`config.mk`:
```
export PLATFORM = sky130hd
export DESIGN_NAME = row_steer_top
export DESIGN_NICKNAME = d
export VERILOG_FILES = /design/src/rtl/row_steer_pkg.sv /design/src/rtl/row_steer_div.sv /design/src/rtl/row_steer_ctrl.sv /design/src/rtl/row_steer_dp.sv /design/src/rtl/row_steer_top.sv
export SDC_FILE = /design/constraint.sdc
export NUM_CORES = 1
export LEC_CHECK = 0
export BUFFER_PORTS_ARGS = -buffer_cell sky130_fd_sc_hd__buf_2
export CAP_MARGIN = 20
export CORE_MARGIN = 2
export CORE_UTILIZATION = 50
export DETAILED_ROUTE_END_ITERATION = 8
export MAX_ROUTING_LAYER = met4
export PLACE_DENSITY = 0.65
export REMOVE_ABC_BUFFERS = 1
export SLEW_MARGIN = 10
export SYNTH_ARGS = -nofsm -noshare
export SYNTH_HDL_FRONTEND = slang
export SYNTH_SLANG_ARGS = --single-unit
```
`constraint.sdc`:
```
create_clock -name clk -period 7.99 [get_ports clk]
set_clock_uncertainty 0.05 [all_clocks]
set_input_delay 0.799 -clock clk [delete_from_list [all_inputs] [get_ports clk]]
set_output_delay 0.799 -clock clk [all_outputs]
set_load 0.02 [all_outputs]
```
`src/rtl/row_steer_pkg.sv`:
```
package row_steer_pkg;
  // Strobes from the sequencer to the datapath.
  typedef struct packed {
    logic divStart;   // load divider with selected operands
    logic divFinal;   // operands are accumulator / weight total
    logic rowLatch;   // fold current row centre into accumulators
    logic finLatch;   // write final offset to result
    logic emptyLatch; // write no-trail result
  } steer_strobe_t;
endpackage

```
`src/rtl/row_steer_div.sv`:
```
module row_steer_div #(
  parameter int DIVW = 16
) (
  input  logic            clk,
  input  logic            rstN,
  input  logic            start,
  input  logic [DIVW-1:0] num,
  input  logic [DIVW-1:0] den,
  output logic [DIVW-1:0] quo,
  output logic            divDone
);
  localparam int CNTW = $clog2(DIVW + 1);

  logic [DIVW-1:0] rem, denReg, numReg;
  logic [CNTW-1:0] steps;
  logic [DIVW:0]   remShift;

  assign remShift = {rem, quo[DIVW-1]};

  always_ff @(posedge clk) begin
    if (!rstN) begin
      rem <= '0; quo <= '0; denReg <= '0; numReg <= '0;
      steps <= '0; divDone <= 1'b0;
    end else begin
      divDone <= 1'b0;
      if (start) begin
        rem <= '0; quo <= num; denReg <= den; numReg <= num;
        steps <= CNTW'(DIVW);
      end else if (steps != '0) begin
        if (remShift >= {1'b0, denReg}) begin
          rem <= DIVW'(remShift - {1'b0, denReg});
          quo <= {quo[DIVW-2:0], 1'b1};
        end else begin
          rem <= remShift[DIVW-1:0];
          quo <= {quo[DIVW-2:0], 1'b0};
        end
        steps <= steps - 1'b1;
        if (steps == CNTW'(1)) divDone <= 1'b1;
      end
    end
  end

  // every quotient is an exact floor division
  a_r4_div_exact: assert property (@(posedge clk) disable iff (!rstN)
    divDone |-> ((2*DIVW)'(quo) * (2*DIVW)'(denReg) + (2*DIVW)'(rem)
                 == (2*DIVW)'(numReg)) && (rem < denReg));
endmodule

```
`src/rtl/row_steer_ctrl.sv`:
```
module row_steer_ctrl
  import row_steer_pkg::*;
#(
  parameter int NUM_ROWS = 8
) (
  input  logic                        clk,
  input  logic                        rstN,
  input  logic                        frameEnd,
  input  logic                        rowEmpty,
  input  logic                        wsumZero,
  input  logic                        divDone,
  output steer_strobe_t               stb,
  output logic [$clog2(NUM_ROWS)-1:0] rowIdx,
  output logic                        busy
);
  localparam int RIW = $clog2(NUM_ROWS);

  typedef enum logic [2:0] {S_IDLE, S_ROW, S_ROW_WAIT, S_FIN, S_FIN_WAIT} state_t;
  state_t state, stateNext;
  logic   lastRow;

  assign lastRow = (rowIdx == RIW'(NUM_ROWS - 1));
  assign busy    = (state != S_IDLE);

  always_comb begin
    stateNext = state;
    stb = '0;
    unique case (state)
      S_IDLE:     if (frameEnd) stateNext = S_ROW;
      S_ROW:
        if (rowEmpty) stateNext = lastRow ? S_FIN : S_ROW;
        else begin stb.divStart = 1'b1; stateNext = S_ROW_WAIT; end
      S_ROW_WAIT:
        if (divDone) begin
          stb.rowLatch = 1'b1;
          stateNext = lastRow ? S_FIN : S_ROW;
        end
      S_FIN:
        if (wsumZero) begin stb.emptyLatch = 1'b1; stateNext = S_IDLE; end
        else begin
          stb.divStart = 1'b1; stb.divFinal = 1'b1; stateNext = S_FIN_WAIT;
        end
      S_FIN_WAIT:
        if (divDone) begin stb.finLatch = 1'b1; stateNext = S_IDLE; end
      default:    stateNext = S_IDLE;
    endcase
  end

  always_ff @(posedge clk) begin
    if (!rstN) begin
      state <= S_IDLE; rowIdx <= '0;
    end else begin
      state <= stateNext;
      if (state == S_IDLE) rowIdx <= '0;
      else if (((state == S_ROW && rowEmpty) || (state == S_ROW_WAIT && divDone))
               && !lastRow)
        rowIdx <= rowIdx + 1'b1;
    end
  end

  // a result is written only by leaving the busy state
  a_r9_result_ends_busy: assert property (@(posedge clk) disable iff (!rstN)
    (stb.finLatch || stb.emptyLatch) |=> !busy);
endmodule

```
`src/rtl/row_steer_dp.sv`:
```
module row_steer_dp
  import row_steer_pkg::*;
#(
  parameter int IMG_W    = 16,
  parameter int IMG_H    = 32,
  parameter int NUM_ROWS = 8,
  parameter int WGT_W    = 8
) (
  input  logic                        clk,
  input  logic                        rstN,
  input  logic                        pixValid,
  input  logic                        pixWhite,
  input  logic                        wgtWe,
  input  logic [$clog2(NUM_ROWS)-1:0] wgtIdx,
  input  logic [WGT_W-1:0]            wgtData,
  input  logic                        busy,
  input  steer_strobe_t               stb,
  input  logic [$clog2(NUM_ROWS)-1:0] rowIdx,
  output logic                        frameEnd,
  output logic                        rowEmpty,
  output logic                        wsumZero,
  output logic                        divDone,
  output logic signed [$clog2(IMG_W):0] steerOffset,
  output logic                        noTrail,
  output logic                        resultValid,
  output logic                        done
);
  localparam int XW   = $clog2(IMG_W);
  localparam int YW   = $clog2(IMG_H);
  localparam int CW   = $clog2(IMG_W + 1);
  localparam int SW   = XW + CW;
  localparam int TW   = WGT_W + $clog2(NUM_ROWS + 1);
  localparam int ACCW = XW + TW;
  localparam int DIVW = (SW > ACCW) ? SW : ACCW;
  localparam int OW   = XW + 1;
  localparam logic signed [OW-1:0] HALF = OW'(IMG_W / 2);

  logic [XW-1:0]    xCnt;
  logic [YW-1:0]    yCnt;
  logic             accept, frameStart, clearAll;
  logic [NUM_ROWS-1:0] rowHit;
  logic [SW-1:0]    rowSum [NUM_ROWS];
  logic [CW-1:0]    rowCnt [NUM_ROWS];
  logic [WGT_W-1:0] wgt    [NUM_ROWS];
  logic [ACCW-1:0]  acc;
  logic [TW-1:0]    wsum;
  logic [DIVW-1:0]  divNum, divDen, quo;
  logic [XW-1:0]    quoX;

  assign accept     = pixValid && !busy;
  assign frameStart = accept && xCnt == '0 && yCnt == '0;
  assign frameEnd   = accept && xCnt == XW'(IMG_W - 1) && yCnt == YW'(IMG_H - 1);
  assign clearAll   = stb.finLatch || stb.emptyLatch;
  assign rowEmpty   = (rowCnt[rowIdx] == '0);
  assign wsumZero   = (wsum == '0);
  assign quoX       = quo[XW-1:0];

  // Sampled-row decode, one comparator per row
  for (genvar k = 0; k < NUM_ROWS; k++) begin : g_rowsel
    localparam int ROW_Y = IMG_H/2 + (k * (IMG_H/2)) / NUM_ROWS;
    assign rowHit[k] = accept && pixWhite && (yCnt == YW'(ROW_Y));
  end

  always_ff @(posedge clk) begin
    if (!rstN) begin
      xCnt <= '0; yCnt <= '0;
    end else if (accept) begin
      if (xCnt == XW'(IMG_W - 1)) begin
        xCnt <= '0;
        yCnt <= (yCnt == YW'(IMG_H - 1)) ? '0 : yCnt + 1'b1;
      end else xCnt <= xCnt + 1'b1;
    end
  end

  always_ff @(posedge clk) begin
    for (int k = 0; k < NUM_ROWS; k++) begin
      if (!rstN || clearAll) begin
        rowSum[k] <= '0; rowCnt[k] <= '0;
      end else if (rowHit[k]) begin
        rowSum[k] <= rowSum[k] + SW'(xCnt);
        rowCnt[k] <= rowCnt[k] + 1'b1;
      end
      if (!rstN) wgt[k] <= WGT_W'(1);
      else if (wgtWe && wgtIdx == $clog2(NUM_ROWS)'(k)) wgt[k] <= wgtData;
    end
  end

  assign divNum = stb.divFinal ? DIVW'(acc)  : DIVW'(rowSum[rowIdx]);
  assign divDen = stb.divFinal ? DIVW'(wsum) : DIVW'(rowCnt[rowIdx]);

  row_steer_div #(.DIVW(DIVW)) div_i (
    .clk(clk), .rstN(rstN), .start(stb.divStart),
    .num(divNum), .den(divDen), .quo(quo), .divDone(divDone)
  );

  always_ff @(posedge clk) begin
    if (!rstN || clearAll) begin
      acc <= '0; wsum <= '0;
    end else if (stb.rowLatch) begin
      acc  <= acc + ACCW'(wgt[rowIdx]) * ACCW'(quoX);
      wsum <= wsum + TW'(wgt[rowIdx]);
    end
  end

  always_ff @(posedge clk) begin
    if (!rstN) begin
      steerOffset <= '0; noTrail <= 1'b0; resultValid <= 1'b0; done <= 1'b0;
    end else begin
      done <= clearAll;
      if (stb.finLatch) begin
        steerOffset <= $signed({1'b0, quoX}) - HALF;
        noTrail <= 1'b0; resultValid <= 1'b1;
      end else if (stb.emptyLatch) begin
        steerOffset <= '0; noTrail <= 1'b1; resultValid <= 1'b1;
      end else if (frameStart) resultValid <= 1'b0;
    end
  end

  // a centre or weighted mean never reaches the image width
  a_r4_quot_range: assert property (@(posedge clk) disable iff (!rstN)
    divDone |-> quo < DIVW'(IMG_W));
  // a no-trail result reads zero
  a_r7_notrail_zero: assert property (@(posedge clk) disable iff (!rstN)
    noTrail |-> steerOffset == '0);
  // done is a single-cycle pulse that comes with a valid result
  a_r9_done_pulse: assert property (@(posedge clk) disable iff (!rstN)
    done |=> !done);
  a_r9_done_valid: assert property (@(posedge clk) disable iff (!rstN)
    done |-> resultValid);
  // position frozen while computing
  a_r10_hold_pos: assert property (@(posedge clk) disable iff (!rstN)
    busy |=> $stable(xCnt) && $stable(yCnt));
  // offset lies inside the image half-width range
  a_r5_range: assert property (@(posedge clk) disable iff (!rstN)
    resultValid |-> (steerOffset >= -HALF) && (steerOffset < HALF));
endmodule

```
`src/rtl/row_steer_top.sv`:
```
module row_steer_top
  import row_steer_pkg::*;
#(
  parameter int IMG_W    = 1280,
  parameter int IMG_H    = 720,
  parameter int NUM_ROWS = 8,
  parameter int WGT_W    = 8
) (
  input  logic                          clk,
  input  logic                          rstN,
  input  logic                          pixValid,
  input  logic                          pixWhite,
  input  logic                          wgtWe,
  input  logic [$clog2(NUM_ROWS)-1:0]   wgtIdx,
  input  logic [WGT_W-1:0]              wgtData,
  output logic                          busy,
  output logic signed [$clog2(IMG_W):0] steerOffset,
  output logic                          noTrail,
  output logic                          resultValid,
  output logic                          done
);
  steer_strobe_t stb;
  logic [$clog2(NUM_ROWS)-1:0] rowIdx;
  logic frameEnd, rowEmpty, wsumZero, divDone;

  row_steer_ctrl #(.NUM_ROWS(NUM_ROWS)) ctrl_i (
    .clk(clk), .rstN(rstN), .frameEnd(frameEnd), .rowEmpty(rowEmpty),
    .wsumZero(wsumZero), .divDone(divDone), .stb(stb), .rowIdx(rowIdx),
    .busy(busy)
  );

  row_steer_dp #(.IMG_W(IMG_W), .IMG_H(IMG_H), .NUM_ROWS(NUM_ROWS),
                 .WGT_W(WGT_W)) dp_i (
    .clk(clk), .rstN(rstN), .pixValid(pixValid), .pixWhite(pixWhite),
    .wgtWe(wgtWe), .wgtIdx(wgtIdx), .wgtData(wgtData), .busy(busy),
    .stb(stb), .rowIdx(rowIdx), .frameEnd(frameEnd), .rowEmpty(rowEmpty),
    .wsumZero(wsumZero), .divDone(divDone), .steerOffset(steerOffset),
    .noTrail(noTrail), .resultValid(resultValid), .done(done)
  );
endmodule

```
==> results.txt, run 1 <==
* Run status: finished clean
* Final setup fails: 0
- Measured along the x axis, the die boundary spans 255 um.
- Global routing used 26.3% of the available tracks.
- Synthesized area per cell: 9.90 sq um
* Maximum vdd drop: 174 uV
* Clock tree from TritonCTS: yes
* Max FO, Critical Path: 17
- The clock passes through at most 3 buffers.
* DR vias/cell: 5.86
* Vias after detailed routing: 23.8k
- After synthesis the netlist holds a flip-flop and latch count of 472.
* Core Util, Final: ~55%
- Total count of hold-check failures in the final report: 0
- Number of resized instances in the post-cts repair step: 0
- For this run the aggregate overflow at the end of global routing stands at 0.
* GR met3 Demand/Resource: 3.34%
- Total power draw: 6660 uW
- At the worst endpoint, the required time is 8.42 ns.
- Commonest cells in the synthesized netlist: nor2_1, edfxtp_1, nand2_1
- Worst Slack Setup Final: 1.68 ns
- The endpoint identified for the worst register-to-register timing path is dp_i.acc[21]$_SDFFE_PP0P_.
* Post-synth EDFFs: 328
- Buffers inserted during post-CTS setup optimization: 0
- The worst setup path is captured at a flip-flop.
* Leakage power: 0.0132 uW
* Layout cell share with drive strength beyond 1: 9.07%
- After Yosys synthesis, and, or, nand and nor cells account for 19.5% of the synthesized area.
- In this run, distinct cell masters in the synthesized netlist total 74.
* Worst hold stages: 2
- Cell chosen for the clock root: clkbuf_16
- TritonCTS buffer count: 55
- For this block, the initial DRC count from the detailed router was 1881.
* GR Layer Usage met1: 35.1%
- Once detail routing completed, the nets flagged for antenna violations numbered 0.
* Arrival @ worst endpoint: 6.74 ns
- After clock tree synthesis, the clock-pin slew on the worst setup and hold paths is 0.06 ns.
- Register share of total power: 44.1%
* Die Height: about 250 um
- Global-route wire length before repair: approximately 130000 um
- The synthesized netlist devotes between 10% and 20% of its cell area to adder and majority cells.
* Sequential fraction of the synthesis area: 40.6%
- Across all register-to-register paths, the minimum setup slack is 1.68 ns.
- Count of final max-slew check failures: 0
- In this run switching power makes up between 20% and 30% of total power.
* Drt first pass iters: 6
* Site row count: 91
* GRT Max-Usage Layer: met2
- Internal power comes to approximately 4700 uW.
- The initial utilization of the core area, before any placement, comes to just over 50%.
- Clock network fraction of design power: 37.5%
- Leading cell type by number of instances after synthesis: nor2_1
- Max Cap Viol: 0
* Post-synthesis compound-gate area fraction: 9.67%
* Max-Slew Margin vs Limit: approximately 22%
- The routed design could run at a clock period as short as 6.31 ns.
- Final worst-path cycle share: 79.0%
* Share of the synthesized area in the top cell type: 31.4%
- Half-perimeter wire length after detailed placement: 59900 um
- Unrepaired setup endpoints after global routing: false
- At the placement stage, the worst setup path has a slack of between 1.5 and 2 ns.
* Hold Path Class: flip-flop to flip-flop
- After synthesis, the cell types taking the most area are edfxtp_1, dfxtp_1, ha_1.
- Final net count: 3454
- Hold path endpoint: dp_i.steerOffset[7]$_SDFFE_PN0P_
- Drc violations: 0
- Synth-to-Final Area Change: 9.22%
* Count of mapped cells out of synthesis: ~3.2k
- For this design the top-level I/O count stands at 32.
- In this run the standard cell core region covers 61900 sq um.
* Final Routed Wirelength: 81700 um
- Measured against the total synthesized area, the mux share comes to 7.39%.
- Of all cell types, the one taking the most synthesized area is edfxtp_1.
- Class of the most critical setup path: flip-flop to flip-flop
- The most used flip-flop cell after synthesis is edfxtp_1.
- The startpoint identified for the worst hold timing path is dp_i.steerOffset[7]$_SDFFE_PN0P_.
* Power per standard cell area: 194 nW/um^2
- Number of antenna violations at the first check in global routing: 0
- During synthesis, Yosys emitted a total of 0 warnings.
- Netlist Area Pre-Place: 31400 sq um
- Port-buffer cells: 31
* Largest net degree at the start of global routing: 48
- The congestion estimate from routability-driven global placement came to around 0.93.
- The layout has 5404 filler cells.
* R2r worst-path depth: 21
- Worst hold slack after final layout: around 0.4 ns
- Sink count of the clock tree: 472
- At the later pin of the worst-skew pair, clock insertion delay measures 0.60 ns.
- Kind of launch point of the worst setup path: flip-flop
- Main combinational cell family by area after synthesis: simple AND/OR/NAND/NOR gates
- The H-tree was split into 2 levels.
- After the flow finishes, the layout carries non-filler instances totaling roughly 4.1k.
* Maximum clock rate: 0.158 GHz
* Xor-xnor portion of the synthesized cell area: 6.72%
- Number of global-route vias before repair: 23.2k
* Mean routed wirelength per cell: 20.1 um
* Transition time at the pin with the least slew margin: 1.15 ns
- Counting tap cells, the placed design contains a total of 3964 instances.
- Hold-fix buffers, CTS: 0
- Async SR Flop Fraction: 0%
- The die covers 64800 sq um.
* Inserted Diodes: 0
* P_sw: 1940 uW
- Global routing used 42.2% of the available met2 tracks.
- Combinational cell fraction of total power: 18.4%
-- worst max-delay path by stage --
| stage | startpoint | end | slack [ns] | cells after the start |
|---|---|---|---|---|
| finish | flip-flop | dp_i.acc[21]$_SDFFE_PP0P_ | 1.68 | 21 |
| global route | flip-flop | dp_i.acc[19]$_SDFFE_PP0P_ | 1.23 | 21 |
| CTS | flip-flop | dp_i.acc[20]$_SDFFE_PP0P_ | 1.58 | 19 |
| detailed placement | flip-flop | dp_i.acc[20]$_SDFFE_PP0P_ | 1.59 | 19 |
| global placement | flip-flop | dp_i.acc[21]$_SDFFE_PP0P_ | 1.65 | 21 |
| floorplan | flip-flop | dp_i.acc[21]$_SDFFE_PP0P_ | -0.27 | 21 |
-- worst max-delay path: stages, from the launching register on --
cell and delay, ns:
dfxtp_4 0.56, mux4_2 0.55, mux2i_1 0.60, inv_1 0.21, nand2_1 0.15, fa_1 0.43, fa_1 0.54, inv_1 0.05
fa_1 0.53, inv_1 0.05, fa_1 0.52, inv_1 0.04, ha_1 0.34, o21a_1 0.13, o31ai_1 0.11, a21oi_1 0.18
a41o_1 0.32, a41o_1 0.28, o22ai_1 0.21, o22ai_1 0.14, xnor2_1 0.15, nor2_1 0.05
-- layer usage --
metal | vias up | routed length (um)
met5 | - | 0
met4 | 0 | 2190
met3 | 123 | 4880
met2 | 673 | 38900
met1 | 11796 | 35700
li1 | 11244 | -
-- final cells by class --
cell class / instances / area (sq um) / share of cell area, %
Sequential cell: 472 / 12700 / 37.2
Timing Repair Buffer: 80 / 541 / 1.58
Tap cell: 837 / 1050 / 3.05
Multi-Input combinational cell: 2366 / 17400 / 50.7
Clock inverter: 35 / 264 / 0.770
Inverter: 210 / 788 / 2.30
Clock buffer: 68 / 1520 / 4.43
-- sequential cells by signal (all words and copies together) (netlist names), 3 cells and up, named ones only --
| signal | cells |
|---|---|
| dp_i.div_i.steps | 5 |
| dp_i.rowCnt | 88 |
| ctrl_i.state | 3 |
| dp_i.xCnt | 11 |
| dp_i.wsum | 12 |
| dp_i.div_i.quo | 23 |
| ctrl_i.rowIdx | 3 |
| dp_i.div_i.denReg | 12 |
| dp_i.div_i.rem | 23 |
| dp_i.wgt | 64 |
| dp_i.yCnt | 10 |
| dp_i.rowSum | 176 |
| dp_i.acc | 23 |
| dp_i.steerOffset | 12 |
-- cell usage in the layout, fill, tap and decap left out, types with 27 or more instances in the layout --
cell type	Yosys	final
and3_1	62	62
inv_1	210	210
mux2i_1	44	44
edfxtp_1	328	328
nand3_1	128	128
mux4_2	82	82
buf_4	1	43
clkbuf_16	0	57
o21ai_0	131	131
fa_1	81	81
xnor2_1	107	107
nand4_1	27	27
a21oi_1	161	161
dfxtp_1	144	141
nor2_1	380	379
nand2_1	281	281
xor2_1	134	134
nor2b_1	75	75
or3_1	34	34
nor3_1	65	65
a211oi_1	29	29
buf_2	15	35
a21o_1	31	31
ha_1	172	172
nand2b_1	31	30
and2_1	89	89
-- cell families after synthesis --
group,count (synthesis)
AO/OA/AOI/OAI,483
XOR/XNOR,241
adder cells (fa/ha/maj),253
buffers and inverters,333
flip-flops,472
multiplexers,129
AND/OR/NAND/NOR,1260
-- power by group through the flow --
stage               Sequential [uW]  Clock [uW]  Combinational (uW)
floorplan                      2910           0                 944
global placement               2980           0                1190
detailed placement             2990           0                1220
CTS                            2940        2540                1230
global route                   2960        2640                1380
finish                         2940        2500                1230
-- per-stage QoR --
| stage | TNS (ns) | area (sq um) |
|---|---|---|
| after global routing | 0 | 34300 |
| after global placement | 0 | 32400 |
| after CTS | 0 | 34300 |
| after floorplan | -1.06 | 30900 |
| after detailed placement | 0 | 32500 |
| final | 0 | 34300 |
No activity file was read; power rests on OpenSTA's default activity.
==> run 2, diff against run 1 <==
==> constraint.sdc (replaced) <==
create_clock -name clk -period 6.6 [get_ports clk]
set_clock_uncertainty 0.05 [all_clocks]
set_input_delay 0.66 -clock clk [delete_from_list [all_inputs] [get_ports clk]]
set_output_delay 0.66 -clock clk [all_outputs]
set_load 0.02 [all_outputs]
==> run 2 against run 1 <==
Register-to-register slack got worse by 1.2 ns; final area about the same; die area unchanged; setup slack got worse by 1.2 ns; fmax increased by 3.3%; final cell count decreased by 0.25%; critical path type unchanged; largest power group unchanged.
==> results.txt, run 2 (same netlist as run 1, synthesis figures left out) <==
- Leakage power: 0.0132 uW (about the same)
- Run status: finished clean (unchanged)
- Unrepaired setup endpoints after global routing: false (unchanged).
* Worst path max stage delay: 0.56 ns (was 0.60 ns)
* Maximum level of the CTS H-tree: 2 (unchanged)
- Final critical-path required period: 6.11 ns (was 6.31 ns)
- The total via count after detailed routing was 23.9k (was 23.8k).
- The final number of setup-violating endpoints was 0 (unchanged).
* Largest registers: dp_i.rowSum: 176 flops, dp_i.rowCnt: 88 flops, dp_i.wgt: 64 flops (unchanged)
* Kind of launch point of the worst setup path: flip-flop (unchanged)
- The diode insertion count for antenna repair came to 0 (unchanged).
- Maximum clock rate: 0.164 GHz (was 0.158 GHz)
- Placeable core region: 61900 sq um (unchanged)
- The maximum clock insertion buffer count came to 3 (unchanged).
* Port-buffer cells: 31 (unchanged)
- Commonest cells after routing, fill and taps aside: nor2_1, edfxtp_1, nand2_1, inv_1, ha_1 (unchanged).
- Mean routed wirelength per cell: 20.8 um (was 20.1 um)
* Count of placed standard cells including taps: 3957 (was 3964)
* Hold-fix buffers, CTS: 0 (unchanged)
* Starting density of the core: 50.7% (unchanged)
* Max FO, Critical Path: 17 (unchanged)
- The largest vdd supply drop is 182 uV (was 174 uV).
- Total negative setup slack: 0 ns (unchanged)
- Overflow left after global routing: 0 (unchanged)
- The total iterations of the first detailed-routing run was 5 (was 6).
* Latest clock arrival within the worst-skew pair: 0.61 ns (was 0.60 ns)
- Layout fillers: 5412 (was 5404)
- The total number of cells along the worst setup path is 22 (was 21).
- DR iter-0 viols: 2162 (was 1881)
* Family with the most delay on the worst path: adder cells (unchanged)
* Reg area: 12700 sq um (unchanged)
- The ratio of cells with drive above 1 in the final layout is 8.82% (was 9.07%).
- Half-perimeter wire length after detailed placement: 61700 um (was 59900 um)
- Antenna violation net count after detailed routing: 0 (unchanged)
- Drc violations: 0 (unchanged)
- Final RePlAce weighted congestion: 0.983 (was 0.933)
* CP Cell Sequence: mux4_2 -> mux2i_1 -> buf_4 -> inv_1 -> nand2_1 -> fa_1 -> fa_1 -> inv_1 -> fa_1 -> inv_1 -> fa_1 -> inv_1 -> ha_1 -> o21a_1 -> o31ai_1 -> a21oi_1 -> a41o_1 -> a41o_1 -> o22ai_1 -> o22ai_1 -> xnor2_1 -> nor2_1 (was mux4_2 -> mux2i_1 -> inv_1 -> nand2_1 -> fa_1 -> fa_1 -> inv_1 -> fa_1 -> inv_1 -> fa_1 -> inv_1 -> ha_1 -> o21a_1 -> o31ai_1 -> a21oi_1 -> a41o_1 -> a41o_1 -> o22ai_1 -> o22ai_1 -> xnor2_1 -> nor2_1)
* Class of the most critical setup path: flip-flop to flip-flop (unchanged)
- Core Util, Final: 55.3% (was 55.4%)
* IO Pins: 32 (unchanged)
* Hold Path Class: primary input to flip-flop (was flip-flop to flip-flop)
- The number of clock sinks was 472 (unchanged).
* Horizontal extent of the die: 255 um (unchanged)
- Die Height: 255 um (unchanged)
* Max-Slew Margin vs Limit: 25.8% (was 22.4%)
* Final Routed Wirelength: 84300 um (was 81700 um)
- The cell with the biggest individual delay on the critical path is fa_1 (was mux2i_1).
- TritonCTS buffer count: 53 (was 55)
- The commonest non-fill, non-tap cell in the layout is nor2_1 (unchanged).
- The initial antenna violation count was 0 (unchanged).
- The final non-filler cell total came to 4058 (was 4068).
* Clock transition at the register clock pins on the worst setup and hold paths after CTS: 0.06 ns (about the same)
- Number of flip-flops under the largest register name: 176 (unchanged)
* Transition time at the pin with the least slew margin: 1.10 ns (was 1.15 ns)
- Buffering stage count on the worst path with inverters included: 5 (was 4)
- Final net count: 3445 (was 3454)
- The master cell of the clock root buffer is clkbuf_16 (unchanged).
- The overall power was 8190 uW (was 6660 uW).
- Final worst-path cycle share: 92.6% (was 79.0%)
- The max-cap violation count was 0 (unchanged).
- Number of global-route vias before repair: 23.5k (was 23.2k)
- The maximum number of pins on one net before global-route repair is 66 (was 48).
- Count of final max-slew check failures: 0 (unchanged)
- DR vias/cell: 5.89 (was 5.86)
- Power per standard cell area: 239 nW/um^2 (was 194 nW/um^2)
- The worst path arrival time was 6.54 ns (was 6.74 ns).
* R2r worst-path depth: 22 (was 21)
* Buffers inserted during post-CTS setup optimization: 0 (unchanged)
- The final hold violation count was 0 (unchanged).
- The global-route wire length before repair is 133000 um (was 129000 um).
* Register with the most flip-flops: dp_i.rowSum (unchanged)
* Area of the multi-input gates: 17400 sq um (about the same)
* Synth-to-Final Area Change: 9.14% (was 9.22%)
- The required time reported for the critical path endpoint is 7.03 ns (was 8.42 ns).
* Worst hold stages: 2 (unchanged)
* Clock tree from TritonCTS: yes (unchanged)
- The tightest hold margin was 0.378 ns (was 0.400 ns).
- The number of placement rows came to 91 (unchanged).
- The global routing usage summed across all routing layers was 27.2% (was 26.3%).
- The full die area came to 64800 sq um (unchanged).
- The nature of the critical path endpoint was a flip-flop (unchanged).
* Number of resized instances in the post-cts repair step: 0 (unchanged)
[run 2: cell count changes in the layout (fill, tap and decap cells not counted), sizes merged]
cell and change:
bufinv +3, inv +3, clkinv -8, buf -8
[run 2: path summary, 6_finish.rpt]
kind | startpoint | slack, ns | end
max | flip-flop | 0.49 | dp_i.acc[21]$_SDFFE_PP0P_
min | wgtData[4] | 0.38 | dp_i.wgt[2][4]$_SDFFCE_PN0P_
max reg2reg | flip-flop | 0.49 | dp_i.acc[21]$_SDFFE_PP0P_
min reg2reg | dp_i.steerOffset[7]$_SDFFE_PN0P_ | 0.41 | dp_i.steerOffset[7]$_SDFFE_PN0P_
[run 2: report_power, final]
part           total, uW  internal (uW)  leakage [uW]  switching, uW
registers           3550           3350       0.00429            208
logic               1540            619       0.00803            921
clock network       3100           1840      0.000877           1260
total               8190           5800        0.0132           2390
[run 2: metrics by stage]
stage                     cell area (sq um)  setup WS, ns
after floorplan                       30900         -1.66
after global placement                32400         0.554
after detailed placement              32400         0.545
after CTS                             34200         0.514
after global routing                  34300         0.190
final                                 34300         0.488
[run 2: cell type report]
class / count / area share [%]
well taps: 837 / 3.06
inverters: 210 / 2.30
clock buffers: 67 / 4.27
repair buffers: 73 / 1.41
flip-flops and latches: 472 / 37.2
clock inverters: 33 / 0.990
multi-input cells: 2366 / 50.8
[run 2: metal layers]
layer	global-route usage [%]	routed length (um)	vias up	share of wire (%)
li1	-	-	11213	-
met1	38.3	38300	11755	45
met2	41.7	38300	800	45
met3	2.87	5370	127	6.4
met4	8.47	2420	0	2.9
met5	-	0	-	0
[run 2: worst reg2reg max path, stage by stage (launching register included)]
cell	delay [ns]
dfxtp_4	0.55
mux4_2	0.55
mux2i_1	0.20
buf_4	0.21
inv_1	0.11
nand2_1	0.09
fa_1	0.45
fa_1	0.56
inv_1	0.06
fa_1	0.54
inv_1	0.06
fa_1	0.55
inv_1	0.05
ha_1	0.35
o21a_1	0.13
o31ai_1	0.11
a21oi_1	0.17
a41o_1	0.32
a41o_1	0.28
o22ai_1	0.22
o22ai_1	0.14
xnor2_1	0.18
nor2_1	0.05
==> run 3, diff against run 2 <==
--- a/config.mk
+++ b/config.mk
@@ -7,11 +7,12 @@
 export LEC_CHECK = 0
 export BUFFER_PORTS_ARGS = -buffer_cell sky130_fd_sc_hd__buf_2
 export CAP_MARGIN = 20
+export CORE_ASPECT_RATIO = 0.5
 export CORE_MARGIN = 2
 export CORE_UTILIZATION = 50
 export DETAILED_ROUTE_END_ITERATION = 8
 export MAX_ROUTING_LAYER = met4
-export PLACE_DENSITY = 0.65
+export PLACE_DENSITY = 0.68
 export REMOVE_ABC_BUFFERS = 1
 export SLEW_MARGIN = 10
 export SYNTH_ARGS = -nofsm -noshare
==> constraint.sdc (replaced) <==
create_clock -name clk -period 5.6 [get_ports clk]
set_clock_uncertainty 0.05 [all_clocks]
set_input_delay 0.56 -clock clk [delete_from_list [all_inputs] [get_ports clk]]
set_output_delay 0.56 -clock clk [all_outputs]
set_load 0.02 [all_outputs]
==> run 3 against run 2 <==
The flow now finishes with violations (negative setup slack); final cell count grew 1.2%; utilization rose by 1.3 points; first-iteration DRC count decreased by 6.4%; non-clock buffer count rose by 73; total power up 14%; clock power rose by 3%; critical path depth grew 2; highest routed layer unchanged.
==> results.txt, run 3 (same netlist as run 1, synthesis figures left out) <==
- Power per standard cell area: 268 nW/um^2 (was 239 nW/um^2)
* GR Layer Usage met1: 34.4% (was 38.3%)
* Class of the most critical setup path: flip-flop to flip-flop (unchanged)
* Maximum level of the CTS H-tree: 2 (unchanged)
- The switching power total was 2800 uW (was 2390 uW).
- Max FO, Critical Path: 8 (was 17)
* Layout fillers: 5283 (was 5412)
* Most common library cell in the layout ignoring fill and taps: nor2_1 (unchanged)
- The via count normalized by instance count is 5.81 (was 5.89).
* Worst path most repeated cell: fa_1
- The timing-limited maximum frequency is 0.176 GHz (was 0.164 GHz).
- Layout cell share with drive strength beyond 1: 12.7% (was 8.82%)
- The met3 usage was 4.52% (was 2.87%).
- Global routing usage on met2: 38.2% (was 41.7%)
- The top cell family by delay on the critical path is adder cells (unchanged).
- The switching part of the total power was 29.9% (was 29.2%).
- The share of total power in the clock network is 34.3% (was 37.8%).
- The cell with the biggest individual delay on the critical path is fa_1 (unchanged).
- Sink count of the clock tree: 472 (unchanged)
* Register share of total power: 44.6% (was 43.4%)
- The number of CTS-inserted buffers is 48 (was 53).
- The kind of path behind the tightest hold check is primary input to flip-flop (unchanged).
- The maximum number of pins on one net before global-route repair was 70 (was 66).
- The share of total power in combinational logic is 21.2% (was 18.8%).
* Synth-to-Final Area Change: 11.0% (was 9.14%)
* Vias after detailed routing: 23.9k (about the same)
- Mean routed wirelength per cell: 19.4 um (was 20.8 um)
- The internal power component came to 6550 uW (was 5800 uW).
- The total of buffers placed on input and output ports was 31 (unchanged).
- The global-route wire length before repair is 126000 um (was 133000 um).
* Cell chosen for the clock root: clkbuf_16 (unchanged)
- Number of global-route vias before repair: 23.0k (was 23.5k)
- The total iterations of the first detailed-routing run came to 7 (was 5).
- The routed wire length came to 79600 um (was 84300 um).
- Arrival @ worst endpoint: 6.09 ns (was 6.54 ns)
- Number of buffers between clock root and the deepest sink: 3 (unchanged)
- The max-slew violation total from the final report came to 0 (unchanged).
- Leakage power: 0.0135 uW (was 0.0132 uW)
* Worst hold slack after final layout: 0.292 ns (was 0.378 ns)
- The combined buffer and inverter count along the critical path was 7 (was 5).
* IO Pins: 32 (unchanged)
* Global-route usage over all layers: 25.2% (was 27.2%)
- Die Height: 181 um (was 255 um)
- The final number of setup-violating endpoints was 5 (was 0).
- Largest registers: dp_i.rowSum: 176 flops, dp_i.rowCnt: 88 flops, dp_i.wgt: 64 flops (unchanged).
- Max-Slew Margin vs Limit: 28.1% (was 25.8%)
* Site row count: 64 (was 91)
- The initial antenna violation count was 5 (was 0).
- Worst path max stage delay: 0.52 ns (was 0.56 ns)
- Half-perimeter wire length after detailed placement: 57900 um (was 61700 um)
- The largest vdd supply drop is 218 uV (was 182 uV).
- Drc violations: 0 (unchanged)
- The final hold violation count was 0 (unchanged).
- Unrepaired setup endpoints after global routing: true (was false).
* Element type at the critical path end: flip-flop (unchanged)
- Overflow left after global routing: 0 (unchanged)
- The worst setup slack before clock tree synthesis was -0.301 ns (was 0.545 ns).
- Transition time at the pin with the least slew margin: 1.08 ns (was 1.10 ns)
- Placeable core region: 61600 sq um (was 61900 sq um)
- The post-route clock period utilization was 101% (was 92.6%).
- Failing checks: negative setup slack
- The full die area is 64900 sq um (was 64800 sq um).
- The routing layer with the top usage in global route was met2 (unchanged).
- CP Data Required Time: 6.01 ns (was 7.03 ns)
- The die boundary width was 358 um (was 255 um).
* Number of flip-flops under the largest register name: 176 (unchanged)
* Latest clock arrival within the worst-skew pair: 0.59 ns (was 0.61 ns)
- Register with the most flip-flops: dp_i.rowSum (unchanged)
- The overall power was 9350 uW (was 8190 uW).
* Clock transition at the register clock pins on the worst setup and hold paths after CTS: 0.06 ns (about the same)
- The number of placed instances with taps included is 4000 (was 3957).
* Kind of launch point of the worst setup path: flip-flop (unchanged)
* Run status: finished with violations (was finished clean)
- Clock tree from TritonCTS: yes (unchanged)
- The shortest period the worst path allows is 5.68 ns (was 6.11 ns).
- The remaining antenna violation count after routing was 0 (unchanged).
- The max-cap violation count was 0 (unchanged).
* CP Cell Sequence: buf_8 -> buf_4 -> mux4_2 -> mux2_4 -> buf_4 -> nand2_4 -> fa_1 -> inv_1 -> fa_1 -> fa_1 -> inv_2 -> fa_1 -> inv_2 -> ha_4 -> nand3_4 -> buf_4 -> a21oi_2 -> nor2_2 -> a211o_1 -> o21ai_1 -> o2111ai_1 -> a21oi_2 -> xnor2_1 -> nor2_1 (was mux4_2 -> mux2i_1 -> buf_4 -> inv_1 -> nand2_1 -> fa_1 -> fa_1 -> inv_1 -> fa_1 -> inv_1 -> fa_1 -> inv_1 -> ha_1 -> o21a_1 -> o31ai_1 -> a21oi_1 -> a41o_1 -> a41o_1 -> o22ai_1 -> o22ai_1 -> xnor2_1 -> nor2_1)
- Final net count: 3513 (was 3445)
* DR iter-0 viols: 2023 (was 2162)
- Commonest cells after routing, fill and taps aside: nor2_1, edfxtp_1, nand2_1, inv_1, ha_1 (unchanged).
* Final RePlAce weighted congestion: 0.907 (was 0.983)
* Post-route insts no fill: 4108 (was 4058)
- The smallest setup slack after layout came to -0.0785 ns (was 0.488 ns).
- The core occupancy in the finished layout was 56.6% (was 55.3%).
- The initial cell density of the core came to 51.0% (was 50.7%).
[run 3: changes by cell type in the layout (fill, tap and decap cells not counted), sizes merged]
| cell | delta |
|---|---|
| inv | -3 |
| clkinvlp | +1 |
| clkinv | -8 |
| bufinv | -6 |
| buf | +74 |
| clkbuf | +3 |
| diode | +1 |
[run 3: area by class of cell]
class | instances | area [sq um] | share of cell area [%]
tap | 825 | 1030 | 2.96
timing repair buffer | 146 | 1080 | 3.10
sequential | 472 | 12700 | 36.6
antenna | 1 | 2.50 | 0.00718
clock buffer | 71 | 1400 | 4.02
multi-input combinational | 2366 | 17700 | 50.8
clock inverter | 17 | 105 | 0.302
inverter | 210 | 791 | 2.27
[run 3: timing repair]
action / CTS / global route
endpoints found under the setup margin: 9 / 11
resized for setup: 44 / 50
pin swaps: 46 / 40
setup buffers: 14 / 4
hold buffers: 0 / 0
cloned: 0 / 0
[run 3: metrics by stage]
stage | TNS, ns | cell area, sq um
final | -0.159 | 34900
after detailed placement | -1.32 | 32900
after global placement | -0.449 | 32900
after global routing | -1.90 | 34900
after CTS | 0 | 34600
after floorplan | -65.08 | 30900
[run 3: layer usage]
| layer | share of wire (%) | vias up | wire, um |
|---|---|---|---|
| li1 | - | 11353 | - |
| met1 | 45 | 11625 | 35800 |
| met2 | 45 | 727 | 35700 |
| met3 | 6.9 | 161 | 5490 |
| met4 | 3.2 | 0 | 2550 |
| met5 | 0 | - | 0 |
[run 3: final timing paths]
| kind | from | endpoint | slack, ns | cells after the start |
|---|---|---|---|---|
| max | flip-flop | dp_i.acc[22]$_SDFFE_PP0P_ | -0.08 | 24 |
| min reg2reg | dp_i.steerOffset[7]$_SDFFE_PN0P_ | dp_i.steerOffset[7]$_SDFFE_PN0P_ | 0.41 | 2 |
| max reg2reg | flip-flop | dp_i.acc[22]$_SDFFE_PP0P_ | -0.08 | 24 |
| min | wgtData[2] | dp_i.wgt[7][2]$_SDFFCE_PN0P_ | 0.29 | 2 |
[run 3: power by group through the flow]
stage	logic, uW	clock network [uW]	registers [uW]
2_1_floorplan	1350	0	4160
3_3_place_gp	1810	0	4230
3_5_place_dp	1850	0	4240
4_1_cts	1910	3250	4170
5_1_grt	2220	3370	4200
6_report	1980	3200	4170
